`config.mk`:
```
export PLATFORM = sky130hd
export DESIGN_NAME = wdt_core
export DESIGN_NICKNAME = d
export VERILOG_FILES = /design/src/rtl/wdt_pkg.sv /design/src/rtl/wdt_ctrl_regs.sv /design/src/rtl/wdt_keyseq.sv /design/src/rtl/wdt_timebase.sv /design/src/rtl/wdt_evtgen.sv /design/src/rtl/wdt_core.sv
export SDC_FILE = /design/constraint.sdc
export NUM_CORES = 1
export LEC_CHECK = 0
export ABC_AREA = 1
export BUFFER_PORTS_ARGS = -buffer_cell sky130_fd_sc_hd__buf_2
export CAP_MARGIN = 20
export CORE_ASPECT_RATIO = 0.6
export CORE_MARGIN = 2
export CORE_UTILIZATION = 40
export CTS_BUF_LIST = sky130_fd_sc_hd__clkbuf_4
export DETAILED_ROUTE_END_ITERATION = 12
export GPL_TIMING_DRIVEN = 0
export PLACE_DENSITY = 0.68
export SETUP_SLACK_MARGIN = 0.3
export SKIP_CTS_REPAIR_TIMING = 1
export SLEW_MARGIN = 20
export SYNTH_ARGS = -nofsm -noshare
export SYNTH_HDL_FRONTEND = slang
export SYNTH_SLANG_ARGS = --single-unit
export TNS_END_PERCENT = 10
```
`constraint.sdc`:
```
create_clock -name clk -period 2.1 [get_ports clk]
set_input_delay 0.315 -clock clk [delete_from_list [all_inputs] [get_ports clk]]
set_output_delay 0.315 -clock clk [all_outputs]
set_load 0.01 [all_outputs]
```
`src/rtl/wdt_pkg.sv`:
```
package wdt_pkg;
  localparam int unsigned SEL_W = 3;

  typedef enum logic [1:0] {
    REG_CTRL = 2'd0,
    REG_KEY  = 2'd1
  } reg_sel_e;

  typedef struct packed {
    logic [2:0]       guard;
    logic             mode_rst;
    logic             halt;
    logic [SEL_W-1:0] div_sel;
  } ctrl_t;
endpackage

```
`src/rtl/wdt_ctrl_regs.sv`:
```
module wdt_ctrl_regs
  import wdt_pkg::*;
#(
  parameter logic [2:0] GUARD_OK = 3'b101
) (
  input  logic             clk,
  input  logic             rst,
  input  logic             wr,
  input  logic [1:0]       addr,
  input  logic [7:0]       wdata,
  input  logic             pulse_active,
  input  logic             expire,
  output logic [SEL_W-1:0] div_sel,
  output logic             halt,
  output logic             mode_rst,
  output logic             guard_bad
);
  ctrl_t w;
  logic  ctrl_wr;
  logic  mode_lock;

  assign w         = ctrl_t'(wdata);
  assign ctrl_wr   = wr && (addr == REG_CTRL);
  assign guard_bad = ctrl_wr && (w.guard != GUARD_OK);
  assign mode_lock = pulse_active || expire;

  always_ff @(posedge clk) begin
    if (rst) begin
      div_sel  <= '0;
      halt     <= 1'b0;
      mode_rst <= 1'b1;
    end else if (ctrl_wr && !guard_bad) begin
      div_sel <= w.div_sel;
      halt    <= w.halt;
      if (!mode_lock) mode_rst <= w.mode_rst;
    end
  end


  mode_hold_chk: assert property (@(posedge clk) disable iff (rst)
    pulse_active |=> $stable(mode_rst));


  bad_guard_keeps_fields_chk: assert property (@(posedge clk) disable iff (rst)
    guard_bad |=> ($stable(div_sel) && $stable(halt) && $stable(mode_rst)));
endmodule

```
`src/rtl/wdt_keyseq.sv`:
```
module wdt_keyseq
  import wdt_pkg::*;
#(
  parameter logic [7:0] KEY_ARM  = 8'h55,
  parameter logic [7:0] KEY_FIRE = 8'hAA
) (
  input  logic       clk,
  input  logic       rst,
  input  logic       wr,
  input  logic [1:0] addr,
  input  logic [7:0] wdata,
  output logic       svc
);
  logic armed_q;
  logic key_wr;

  assign key_wr = wr && (addr == REG_KEY);
  assign svc    = key_wr && (wdata == KEY_FIRE) && armed_q;

  always_ff @(posedge clk) begin
    if (rst) begin
      armed_q <= 1'b0;
    end else if (key_wr) begin
      if (wdata == KEY_ARM) armed_q <= 1'b1;
      else if (svc)         armed_q <= 1'b0;
    end
  end


  svc_disarms_chk: assert property (@(posedge clk) disable iff (rst)
    svc |=> !armed_q);


  arm_key_arms_chk: assert property (@(posedge clk) disable iff (rst)
    (key_wr && wdata == KEY_ARM) |=> armed_q);
endmodule

```
`src/rtl/wdt_timebase.sv`:
```
module wdt_timebase
  import wdt_pkg::*;
#(
  parameter int unsigned CNT_W     = 8,
  parameter int unsigned MAX_SHIFT = 6
) (
  input  logic             clk,
  input  logic             rst,
  input  logic             halt,
  input  logic [SEL_W-1:0] div_sel,
  input  logic             clr,
  output logic             expire
);
  localparam int unsigned PRE_W = (MAX_SHIFT > 0) ? MAX_SHIFT : 1;
  localparam logic [CNT_W-1:0] CNT_LAST = {CNT_W{1'b1}} - CNT_W'(1);

  logic [PRE_W-1:0] pre_q;
  logic [CNT_W-1:0] cnt_q;
  logic [SEL_W-1:0] shift;
  logic [PRE_W:0]   limit;
  logic             tick;

  assign shift = (div_sel > SEL_W'(MAX_SHIFT)) ? SEL_W'(MAX_SHIFT) : div_sel;
  assign limit = ((PRE_W+1)'(1) << shift) - (PRE_W+1)'(1);
  assign tick  = !halt && ({1'b0, pre_q} >= limit);
  assign expire = tick && (cnt_q == CNT_LAST);

  always_ff @(posedge clk) begin
    if (rst || clr) begin
      pre_q <= '0;
      cnt_q <= '0;
    end else if (!halt) begin
      if (tick) begin
        pre_q <= '0;
        cnt_q <= cnt_q + CNT_W'(1);
      end else begin
        pre_q <= pre_q + PRE_W'(1);
      end
    end
  end


  clr_zeroes_chk: assert property (@(posedge clk) disable iff (rst)
    clr |=> (cnt_q == '0 && pre_q == '0));


  halt_freeze_chk: assert property (@(posedge clk) disable iff (rst)
    (halt && !clr) |=> ($stable(cnt_q) && $stable(pre_q)));
endmodule

```
`src/rtl/wdt_evtgen.sv`:
```
module wdt_evtgen #(
  parameter int unsigned PULSE_LEN = 512
) (
  input  logic clk,
  input  logic rst,
  input  logic evt,
  input  logic mode_rst,
  output logic irq_n,
  output logic rst_req,
  output logic pulse_active
);
  localparam int unsigned PW = (PULSE_LEN > 1) ? $clog2(PULSE_LEN) : 1;

  logic [PW-1:0] left_q;
  logic          irq_q;
  logic          rreq_q;

  always_ff @(posedge clk) begin
    if (rst) begin
      irq_q  <= 1'b1;
      rreq_q <= 1'b0;
      left_q <= '0;
    end else begin
      rreq_q <= evt && mode_rst;
      if (evt && !mode_rst) begin
        irq_q  <= 1'b0;
        left_q <= PW'(PULSE_LEN - 1);
      end else if (!irq_q) begin
        if (left_q == '0) irq_q  <= 1'b1;
        else              left_q <= left_q - PW'(1);
      end
    end
  end

  assign irq_n        = irq_q;
  assign rst_req      = rreq_q;
  assign pulse_active = !irq_q;


  rst_req_on_evt_chk: assert property (@(posedge clk) disable iff (rst)
    (evt && mode_rst) |=> rst_req);


  rst_req_only_evt_chk: assert property (@(posedge clk) disable iff (rst)
    !(evt && mode_rst) |=> !rst_req);


  irq_on_evt_chk: assert property (@(posedge clk) disable iff (rst)
    (evt && !mode_rst) |=> !irq_n);


  outputs_exclusive_chk: assert property (@(posedge clk) disable iff (rst)
    !(rst_req && !irq_n));
endmodule

```
`src/rtl/wdt_core.sv`:
```
module wdt_core
  import wdt_pkg::*;
#(
  parameter int unsigned CNT_W     = 8,
  parameter int unsigned MAX_SHIFT = 6,
  parameter int unsigned PULSE_LEN = 512,
  parameter logic [7:0]  KEY_ARM   = 8'h55,
  parameter logic [7:0]  KEY_FIRE  = 8'hAA,
  parameter logic [2:0]  GUARD_OK  = 3'b101
) (
  input  logic       clk,
  input  logic       rst,
  input  logic       bus_wr,
  input  logic [1:0] bus_addr,
  input  logic [7:0] bus_wdata,
  output logic       irq_n,
  output logic       rst_req
);
  logic [SEL_W-1:0] div_sel;
  logic             halt;
  logic             mode_rst;
  logic             guard_bad;
  logic             svc;
  logic             expire;
  logic             evt;
  logic             pulse_active;

  assign evt = expire || guard_bad;

  wdt_ctrl_regs #(.GUARD_OK(GUARD_OK)) u_regs (
    .clk(clk), .rst(rst), .wr(bus_wr), .addr(bus_addr), .wdata(bus_wdata),
    .pulse_active(pulse_active), .expire(expire),
    .div_sel(div_sel), .halt(halt), .mode_rst(mode_rst), .guard_bad(guard_bad)
  );

  wdt_keyseq #(.KEY_ARM(KEY_ARM), .KEY_FIRE(KEY_FIRE)) u_keys (
    .clk(clk), .rst(rst), .wr(bus_wr), .addr(bus_addr), .wdata(bus_wdata),
    .svc(svc)
  );

  wdt_timebase #(.CNT_W(CNT_W), .MAX_SHIFT(MAX_SHIFT)) u_time (
    .clk(clk), .rst(rst), .halt(halt), .div_sel(div_sel),
    .clr(svc || evt), .expire(expire)
  );

  wdt_evtgen #(.PULSE_LEN(PULSE_LEN)) u_evt (
    .clk(clk), .rst(rst), .evt(evt), .mode_rst(mode_rst),
    .irq_n(irq_n), .rst_req(rst_req), .pulse_active(pulse_active)
  );


  bad_guard_event_chk: assert property (@(posedge clk) disable iff (rst)
    guard_bad |=> (rst_req || !irq_n));
endmodule

```
# == Word-level counts from Yosys, hierarchy flattened ==
# Index checks and enable logic that the tools add are counted.
# word_totals
regBits,31
inputBits,13
output_inout_bits,2
elab_cells,60
# classes
add_sub_neg,4
n_lt_le_gt_ge,2
n_eq_ne,7
shift,1
muxes,10
bitwise_logic,2
reduce_logical,25
# op_table
operator,n
$mux 9,3
$eq 8x8->1 const B,2
$logic_and 1x1->1,10
$logic_not 9->1,1
$sub 9x1->9 const B,1
$add 8x1->8 const B,1
$eq 8x7->1 const B,1
$reduce_and 2->1,4
$ge 6x7->1,1
$shl 1x3->7 const A,1
$sub 7x2->7 const B,1
$add 6x1->6 const B,1
$mux 6,1
$mux 1,5
$logic_not 1->1,4
$logic_or 1x1->1,4
$gt 3x3->1 const B,1
$mux 3,1
$ne 3x3->1 const B,1
$eq 2x1->1 const B,1
$logic_not 2->1,1
$ne 2x1->1 const B,1
$ne 2x2->1 const B,1
$not 1->1,2
$reduce_bool 2->1,1

# == Logic depth before layout (Yosys ltp) ==
# Gate-level depths: netlist of the first run.
# depth
depth_word,11
ltp_mapped,16

# == Cells and area by module ==
# Synthesis of the first run repeated with hierarchy kept, for this count alone.
# unflattened
cells_unflattened,298
hier_area_um2,1955.6
# modules_own_cells
module,instances,cells_each,area_per_inst_um2
wdt_timebase,1,127,904.6
wdt_evtgen,1,98,623.1
wdt_ctrl_regs,1,42,281.5
wdt_keyseq,1,27,128.9
wdt_core,1,4,17.5

# == Worst setup path before layout of the first run ==
# No wires, ideal clock.
# synth_timing
path_type,register to register
startpoint,reg u_regs.div_sel[1]
endpoint,reg u_time.cnt_q[0]
arrival_time_ns,1.539
required_time_ns,2.036
setup_slack_ns,0.497
stages_incl_launch_ff,12
n_path_buf,1
synth_period_minus_slack_ns,1.603
path_cell_list,dfxtp_1 -> o21ai_0 -> ha_1 -> nand2_1 -> nand2_1 -> a21oi_1 -> nand2_2 -> nand2_1 -> buf_4 -> xor2_1 -> inv_1 -> nor2_1
# synth_via
elab_chain_cells,10
elab_cells_between_ends,11
# synth_rtl
item,line_no,source
"start, declared",wdt_ctrl_regs.sv:13,"output logic [SEL_W-1:0] div_sel,"
"start signal, assigned",wdt_ctrl_regs.sv:33,div_sel <= w.div_sel;
$gt 3x3->1,wdt_timebase.sv:23,assign shift = (div_sel > SEL_W'(MAX_SHIFT)) ? SEL_W'(MAX_SHIFT) : div_sel;
$mux 3 (*),wdt_timebase.sv:23,
$shl 1x3->7 (*),wdt_timebase.sv:24,assign limit = ((PRE_W+1)'(1) << shift) - (PRE_W+1)'(1);
$sub 7x2->7 (*),wdt_timebase.sv:24,
$ge 6x7->1 (*),wdt_timebase.sv:25,"assign tick = !halt && ({1'b0, pre_q} >= limit);"
$logic_and 1x1->1 (*),wdt_timebase.sv:25,
$logic_and 1x1->1,wdt_timebase.sv:26,assign expire = tick && (cnt_q == CNT_LAST);
$logic_or 1x1->1,wdt_core.sv:28,assign evt = expire || guard_bad;
$logic_or 1x1->1,wdt_core.sv:43,".clr(svc || evt), .expire(expire)"
$logic_or 1x1->1,wdt_timebase.sv:29,if (rst || clr) begin
"end signal, assigned",wdt_timebase.sv:35,cnt_q <= cnt_q + CNT_W'(1);
"end, declared",wdt_timebase.sv:18,logic [CNT_W-1:0] cnt_q;
# Mark *: on every way between the ends. The rest lies on a longest branch, timed or not.
# A chain may end at the register's enable or synchronous reset.

# == Final worst setup path of the first run ==
# layout_timing
startpoint,reg u_regs.div_sel[1]
endpoint,reg u_time.cnt_q[7]
# Same word-level chain as after synthesis.

==> results of run 1 <==
worst max-delay path, delay by kind of cell, from the launching register on:
| kind | cells | cell delay [ns] |
|---|---|---|
| and+or+nand+nor | 11 | 0.80 |
| DFF | 1 | 0.38 |
| buffers and inverters | 3 | 0.28 |
| adders and majority gates | 1 | 0.26 |
layout make-up:
type	instances	share of cell area
flip-flops and latches	31	0.301
inverters	42	0.0770
clock inverters	2	0.00361
multi-input cells	180	0.490
plain buffers	3	0.0162
well taps	60	0.0361
repair buffers	17	0.0542
clock buffers	6	0.0217
worst paths after layout:
check	end	cells past startpoint	slack (ns)	startpoint
max	u_time.cnt_q[7]	15	0.32	u_regs.div_sel[1]
min	u_evt.left_q[3]	2	0.21	rst
max reg2reg	u_time.cnt_q[7]	15	0.32	u_regs.div_sel[1]
min reg2reg	u_evt.left_q[8]	2	0.47	u_evt.left_q[8]
metrics by stage:
step	area, sq um	instances
3_5_place_dp	1920	329
6_report	2080	341
4_1_cts	1980	337
5_1_grt	2080	341
2_1_floorplan	1780	256
3_3_place_gp	1920	329
metal layers:
metal	part of all wire	up-vias
met5	0	-
met4	0.021	0
met3	0.037	8
met2	0.37	27
met1	0.57	693
li1	-	869
cell families after synthesis:
logic type / after synthesis / share of synthesized area
buffers and inverters: 45 / 0.103
xor gates and xnor gates: 7 / 0.0344
and+or+nand+nor: 130 / 0.342
adders and majority gates: 10 / 0.0701
AOI/OAI and AO/OA: 33 / 0.102
DFF: 31 / 0.348
cell usage after synthesis:
| master | instances |
|---|---|
| sky130_fd_sc_hd__a21oi_1 | 16 |
| sky130_fd_sc_hd__a21oi_2 | 1 |
| sky130_fd_sc_hd__a21oi_4 | 1 |
| sky130_fd_sc_hd__a22oi_1 | 1 |
| sky130_fd_sc_hd__and3_1 | 1 |
| sky130_fd_sc_hd__buf_4 | 2 |
| sky130_fd_sc_hd__buf_6 | 1 |
| sky130_fd_sc_hd__dfxtp_1 | 31 |
| sky130_fd_sc_hd__ha_1 | 10 |
| sky130_fd_sc_hd__inv_1 | 39 |
| sky130_fd_sc_hd__inv_2 | 3 |
| sky130_fd_sc_hd__nand2_1 | 59 |
| sky130_fd_sc_hd__nand2_2 | 5 |
| sky130_fd_sc_hd__nand2b_1 | 1 |
| sky130_fd_sc_hd__nand3_1 | 11 |
| sky130_fd_sc_hd__nand3_2 | 2 |
| sky130_fd_sc_hd__nand3_4 | 1 |
| sky130_fd_sc_hd__nand3b_1 | 5 |
| sky130_fd_sc_hd__nand4_1 | 7 |
| sky130_fd_sc_hd__nor2_1 | 28 |
| sky130_fd_sc_hd__nor2_2 | 1 |
| sky130_fd_sc_hd__nor3_1 | 4 |
| sky130_fd_sc_hd__nor3_2 | 2 |
| sky130_fd_sc_hd__nor3b_1 | 1 |
| sky130_fd_sc_hd__nor4_1 | 1 |
| sky130_fd_sc_hd__o21ai_0 | 13 |
| sky130_fd_sc_hd__o21ai_1 | 1 |
| sky130_fd_sc_hd__or2_1 | 1 |
| sky130_fd_sc_hd__xnor2_1 | 3 |
| sky130_fd_sc_hd__xor2_1 | 4 |
flip-flops by register name (all words and copies together), names as in the netlist:
name and flops:
u_time.pre_q 6, u_evt.irq_n 1, u_evt.left_q 9, u_regs.div_sel 3, u_evt.rst_req 1, u_time.cnt_q 8, u_regs.mode_rst 1, u_keys.armed_q 1
u_regs.halt 1
power breakdown:
group | total [mW] | switching, mW | internal, mW | leakage (nW)
Sequential | 0.608 | 0.0105 | 0.597 | 0.252
Clock | 0.348 | 0.211 | 0.137 | 0.0307
Combinational | 0.116 | 0.0649 | 0.0514 | 0.670
==> impl_metrics.ini, run 1 <==
[grt]
grt_pass1_vias = 1335
grt_util_met1 = 0.232
grt_use_met3 = 0.0447
grt-busiest-layer = met1
grt.met2_usage = 0.178
grt_start_max_net_pins = 11
gr-usage-all-layers = 0.149
wire_length_of_the_first_global_routing_pass_microns = 5950
grt_antenna_before_repair = 0
grt.overflow.total = 0

[die]
row_count = 18
die-area_sq_um = 5030
design.portCount = 15
start_util = 0.426
fp.dieH_microns = 55.7
die_w_microns = 90.2
fp.coreArea_sq_um = 4190

[finish]
num_antenna_cells = 0
design.final.nets = 303
flow.area_growth_from_synthesis_pct = 16.5
final.fill_count = 446
final_common_cell = sky130_fd_sc_hd__nand2_1
drive_above_1_share = 0.189
most-common-layout-cells = sky130_fd_sc_hd__nand2_1 (58), sky130_fd_sc_hd__inv_1 (38), sky130_fd_sc_hd__dfxtp_1 (28)
sequential_cell_area_sq_um = 627
final_core_utilization = 0.496
multi_input_area_sq_um = 1020

[critical_path]
required_ns = 2.37
timing.setup.critical_path_class = reg2reg
cpMostUsedCell = sky130_fd_sc_hd__nand2_1
crit_arrival_ns = 2.05
worst-path-max-fanout = 6
slowest_stage = sky130_fd_sc_hd__dfxtp_4
critPathMaxStageDelay_ns = 0.38
cp_cell_sequence = nor2_2, nand2_1, ha_1, inv_1, nand2_1, nand2_1, nand2_1, nand2_1, nand2_2, nand3_4, nand2_4, inv_4, nand3_4, buf_4, nor2_1
setup.worst_path.end_class = flop
worstSetupStartpointType = flop

[placed_design]
place_hpwl_microns = 2580
final_weighted_congestion_of_routability_driven_global_placement = 0.798
port_buffers = 13
preCtsSetupSlack_ns = 0.268

[outcome]
outcome = complete, no violations

[timing]
timing.setup.tns_ns = 0
fin_ws_ns = 0.322
grt_setup_unrepaired = true
final.hold.worst_slack_ns = 0.207
layout_min_cycle_time_ns = 1.78
fmaxAchievable_mhz = 562
tcrit_tclk_final = 0.847
final-setup-viol-count = 0
worst_max_slew_pin_slew_ns = 0.315
timing.slew.headroom = 0.790
skew_ns = 0.00671
final-hold-violation-count = 0
drv_slew = 0

[synthesis]
synth.net_count = 279
postSynthRegisterBits = 31
post_synth.cell_area_avg_sq_um = 6.97
share_of_synthesized_area_occupied_by_flip_flops_and_latches = 0.348
synthesis.instances = 256
ys_top_cells_by_area = sky130_fd_sc_hd__dfxtp_1 (35%), sky130_fd_sc_hd__nand2_1 (12%), sky130_fd_sc_hd__inv_1 (8.2%)
yosysWarnings = 0
synthDominantAreaCellType = sky130_fd_sc_hd__dfxtp_1
post-synth-top-area-fraction = 0.348
synth_cell_type_count = 30
synth_area_sq_um = 1780

[clock_tree]
tritoncts_num_sinks = 31
worst_skew_late_latency_ns = 0.33
cts_max_path_buffers = 2
clk_pin_slew_ns = 0.10
cts_root_buf = sky130_fd_sc_hd__clkbuf_4
htree_levels = 2
clock_tree_from_tritoncts = done
numCtsBuffers = 5

[power]
leakage_component_of_the_power_nw = 0.953
vdd_ir_drop_max_uv = 260
power_density_nw_per_um2 = 516
total_power_mw = 1.07

[detailed_routing]
route.vias.total = 1597
post-route-drc-count = 0
wl_per_cell_microns = 10.5
detail_route.first_pass.iterations = 4
drtAntennaViolNets = 0
routed_via_density = 4.68
wirelength_microns = 3590
drt-initial-drc-count = 45

[run]
maxCapViolations = 0

[min_path]
hold_class = in2reg
No activity file was read; power rests on OpenSTA's default activity.
==> inputs of run 2 (changes only) <==
==> constraint.sdc (replaced) <==
create_clock -name clk -period 1.8 [get_ports clk]
set_input_delay 0.27 -clock clk [delete_from_list [all_inputs] [get_ports clk]]
set_output_delay 0.27 -clock clk [all_outputs]
set_load 0.01 [all_outputs]
==> impl_metrics.ini, run 2 (synthesized netlist as in run 1, its figures left out) <==
[grt]
grt_antenna_before_repair = 0
grt_util_met1 = 0.216
grt.met2_usage = 0.193
grt_pass1_vias = 1303
grt.overflow.total = 0
gr-usage-all-layers = 0.144
grt_start_max_net_pins = 11
grt_use_met3 = 0.0488
wire_length_of_the_first_global_routing_pass_microns = 5840
grt-busiest-layer = met1

[critical_path]
rr_worst_depth = 15
critPathMaxStageDelay_ns = 0.38
crit_arrival_ns = 2.05
required_ns = 2.08
r2r_setup_slack_ns = 0.03
setup.worst_path.end_class = flop
critical_path.reg2reg.endpoint = u_time.pre_q[3]
worst-path-max-fanout = 6
reg_to_reg_critical_path_startpoint = u_regs.div_sel[1]
cpMostUsedCell = sky130_fd_sc_hd__nand2_1
worstSetupStartpointType = flop
cp_cell_sequence = nor2_2, nand2_1, ha_1, inv_1, nand2_1, nand2_1, nand2_1, nand2_1, nand2_2, nand3_4, nand2_4, inv_4, nand3_4, clkbuf_16, nor2_1
timing.setup.critical_path_class = reg2reg
slowest_stage = sky130_fd_sc_hd__dfxtp_4

[timing]
fin_ws_ns = 0.0269
final.hold.worst_slack_ns = 0.177
fmaxAchievable_mhz = 564
final-setup-viol-count = 0
worst_max_slew_pin_slew_ns = 0.323
timing.slew.headroom = 0.784
drv_slew = 0
skew_ns = 0.0140
layout_min_cycle_time_ns = 1.77
grt_setup_unrepaired = true
tcrit_tclk_final = 0.985
final-hold-violation-count = 0

[finish]
drive_above_1_share = 0.201
final_core_utilization = 0.495
final_common_cell = sky130_fd_sc_hd__nand2_1
num_antenna_cells = 0
regMostFlops = u_evt.left_q
layout.cell_area.non_filler_sq_um = 2070
design.final.nets = 302
reg_top3 = u_evt.left_q (9), u_time.cnt_q (8), u_time.pre_q (6)
flow.area_growth_from_synthesis_pct = 16.3
largest_register_ffs = 9
most-common-layout-cells = sky130_fd_sc_hd__nand2_1 (59), sky130_fd_sc_hd__inv_1 (38), sky130_fd_sc_hd__dfxtp_1 (27)

[detailed_routing]
post-route-drc-count = 0
wirelength_microns = 3570
route.vias.total = 1570
drtAntennaViolNets = 0
routed_via_density = 4.63
wl_per_cell_microns = 10.5
detail_route.first_pass.iterations = 4
drt-initial-drc-count = 76

[clock_tree]
numCtsBuffers = 5
clock_tree_from_tritoncts = done
cts_max_path_buffers = 2
tritoncts_num_sinks = 31
cts_root_buf = sky130_fd_sc_hd__clkbuf_4
htree_levels = 2
worst_skew_late_latency_ns = 0.33
clk_pin_slew_ns = 0.10

[min_path]
min_from = rst
hold_path_end = u_evt.left_q[3]
hold_class = in2reg
min_delay_path_depth = 2

[die]
design.portCount = 15
start_util = 0.426
die-area_sq_um = 5030
fp.dieH_microns = 55.7
fp.coreArea_sq_um = 4190
die_w_microns = 90.2
row_count = 18

[run]
maxCapViolations = 0

[placed_design]
port_buffers = 13
post_dp_cell_area_sq_um = 1940
place_hpwl_microns = 2650
final_weighted_congestion_of_routability_driven_global_placement = 0.795
preCtsSetupSlack_ns = 0.00679

[power]
leakage_component_of_the_power_nw = 0.945
vdd_ir_drop_max_uv = 287
total_power_mw = 1.22
power_density_nw_per_um2 = 588

[outcome]
outcome = complete, no violations
[run 2: area by class of cell]
type	instances	area, sq um
timing repair buffer	16	105
buffer	3	33.8
clock inverter	2	8.76
fill	434	2110
multi-input combinational	180	1030
tap	60	75.1
inverter	42	160
clock buffer	5	37.5
sequential	31	628
[run 2: routing by layer]
layer,up-vias,part of all wire
li1,858,-
met1,688,0.58
met2,24,0.38
met3,0,0.040
met4,0,0
met5,-,0
[run 2: how the worst max path moves through the flow]
stage	slack (ns)	cells after the start	end	from
after floorplan	0.24	15	u_time.pre_q[1]	u_regs.div_sel[0]
after global placement	0.03	15	u_evt.left_q[6]	u_regs.div_sel[2]
after detailed placement	0.007	15	u_evt.left_q[6]	u_regs.div_sel[2]
after CTS	-0.02	15	u_evt.left_q[6]	u_regs.div_sel[2]
after global routing	-0.11	14	u_time.cnt_q[0]	u_regs.div_sel[1]
final	0.03	15	u_time.pre_q[3]	u_regs.div_sel[1]
[run 2: power breakdown]
part           total [mW]  switching, mW  internal [mW]
combinational       0.135         0.0777         0.0576
clock               0.374          0.236          0.138
sequential          0.710         0.0125          0.697
total                1.22          0.326          0.893
[run 2: critical path: cells and delay by family (launching register included)]
family / cells / cell delay [ns]
buffers and inverters: 3 / 0.31
adders and majority gates: 1 / 0.27
DFF: 1 / 0.38
and+or+nand+nor: 11 / 0.76
[run 2: through the flow]
step                TNS (ns)  std cells
floorplan                  0        256
global placement           0        329
detailed placement         0        329
CTS                  -0.0157        336
global route           -1.45        339
finish                     0        339
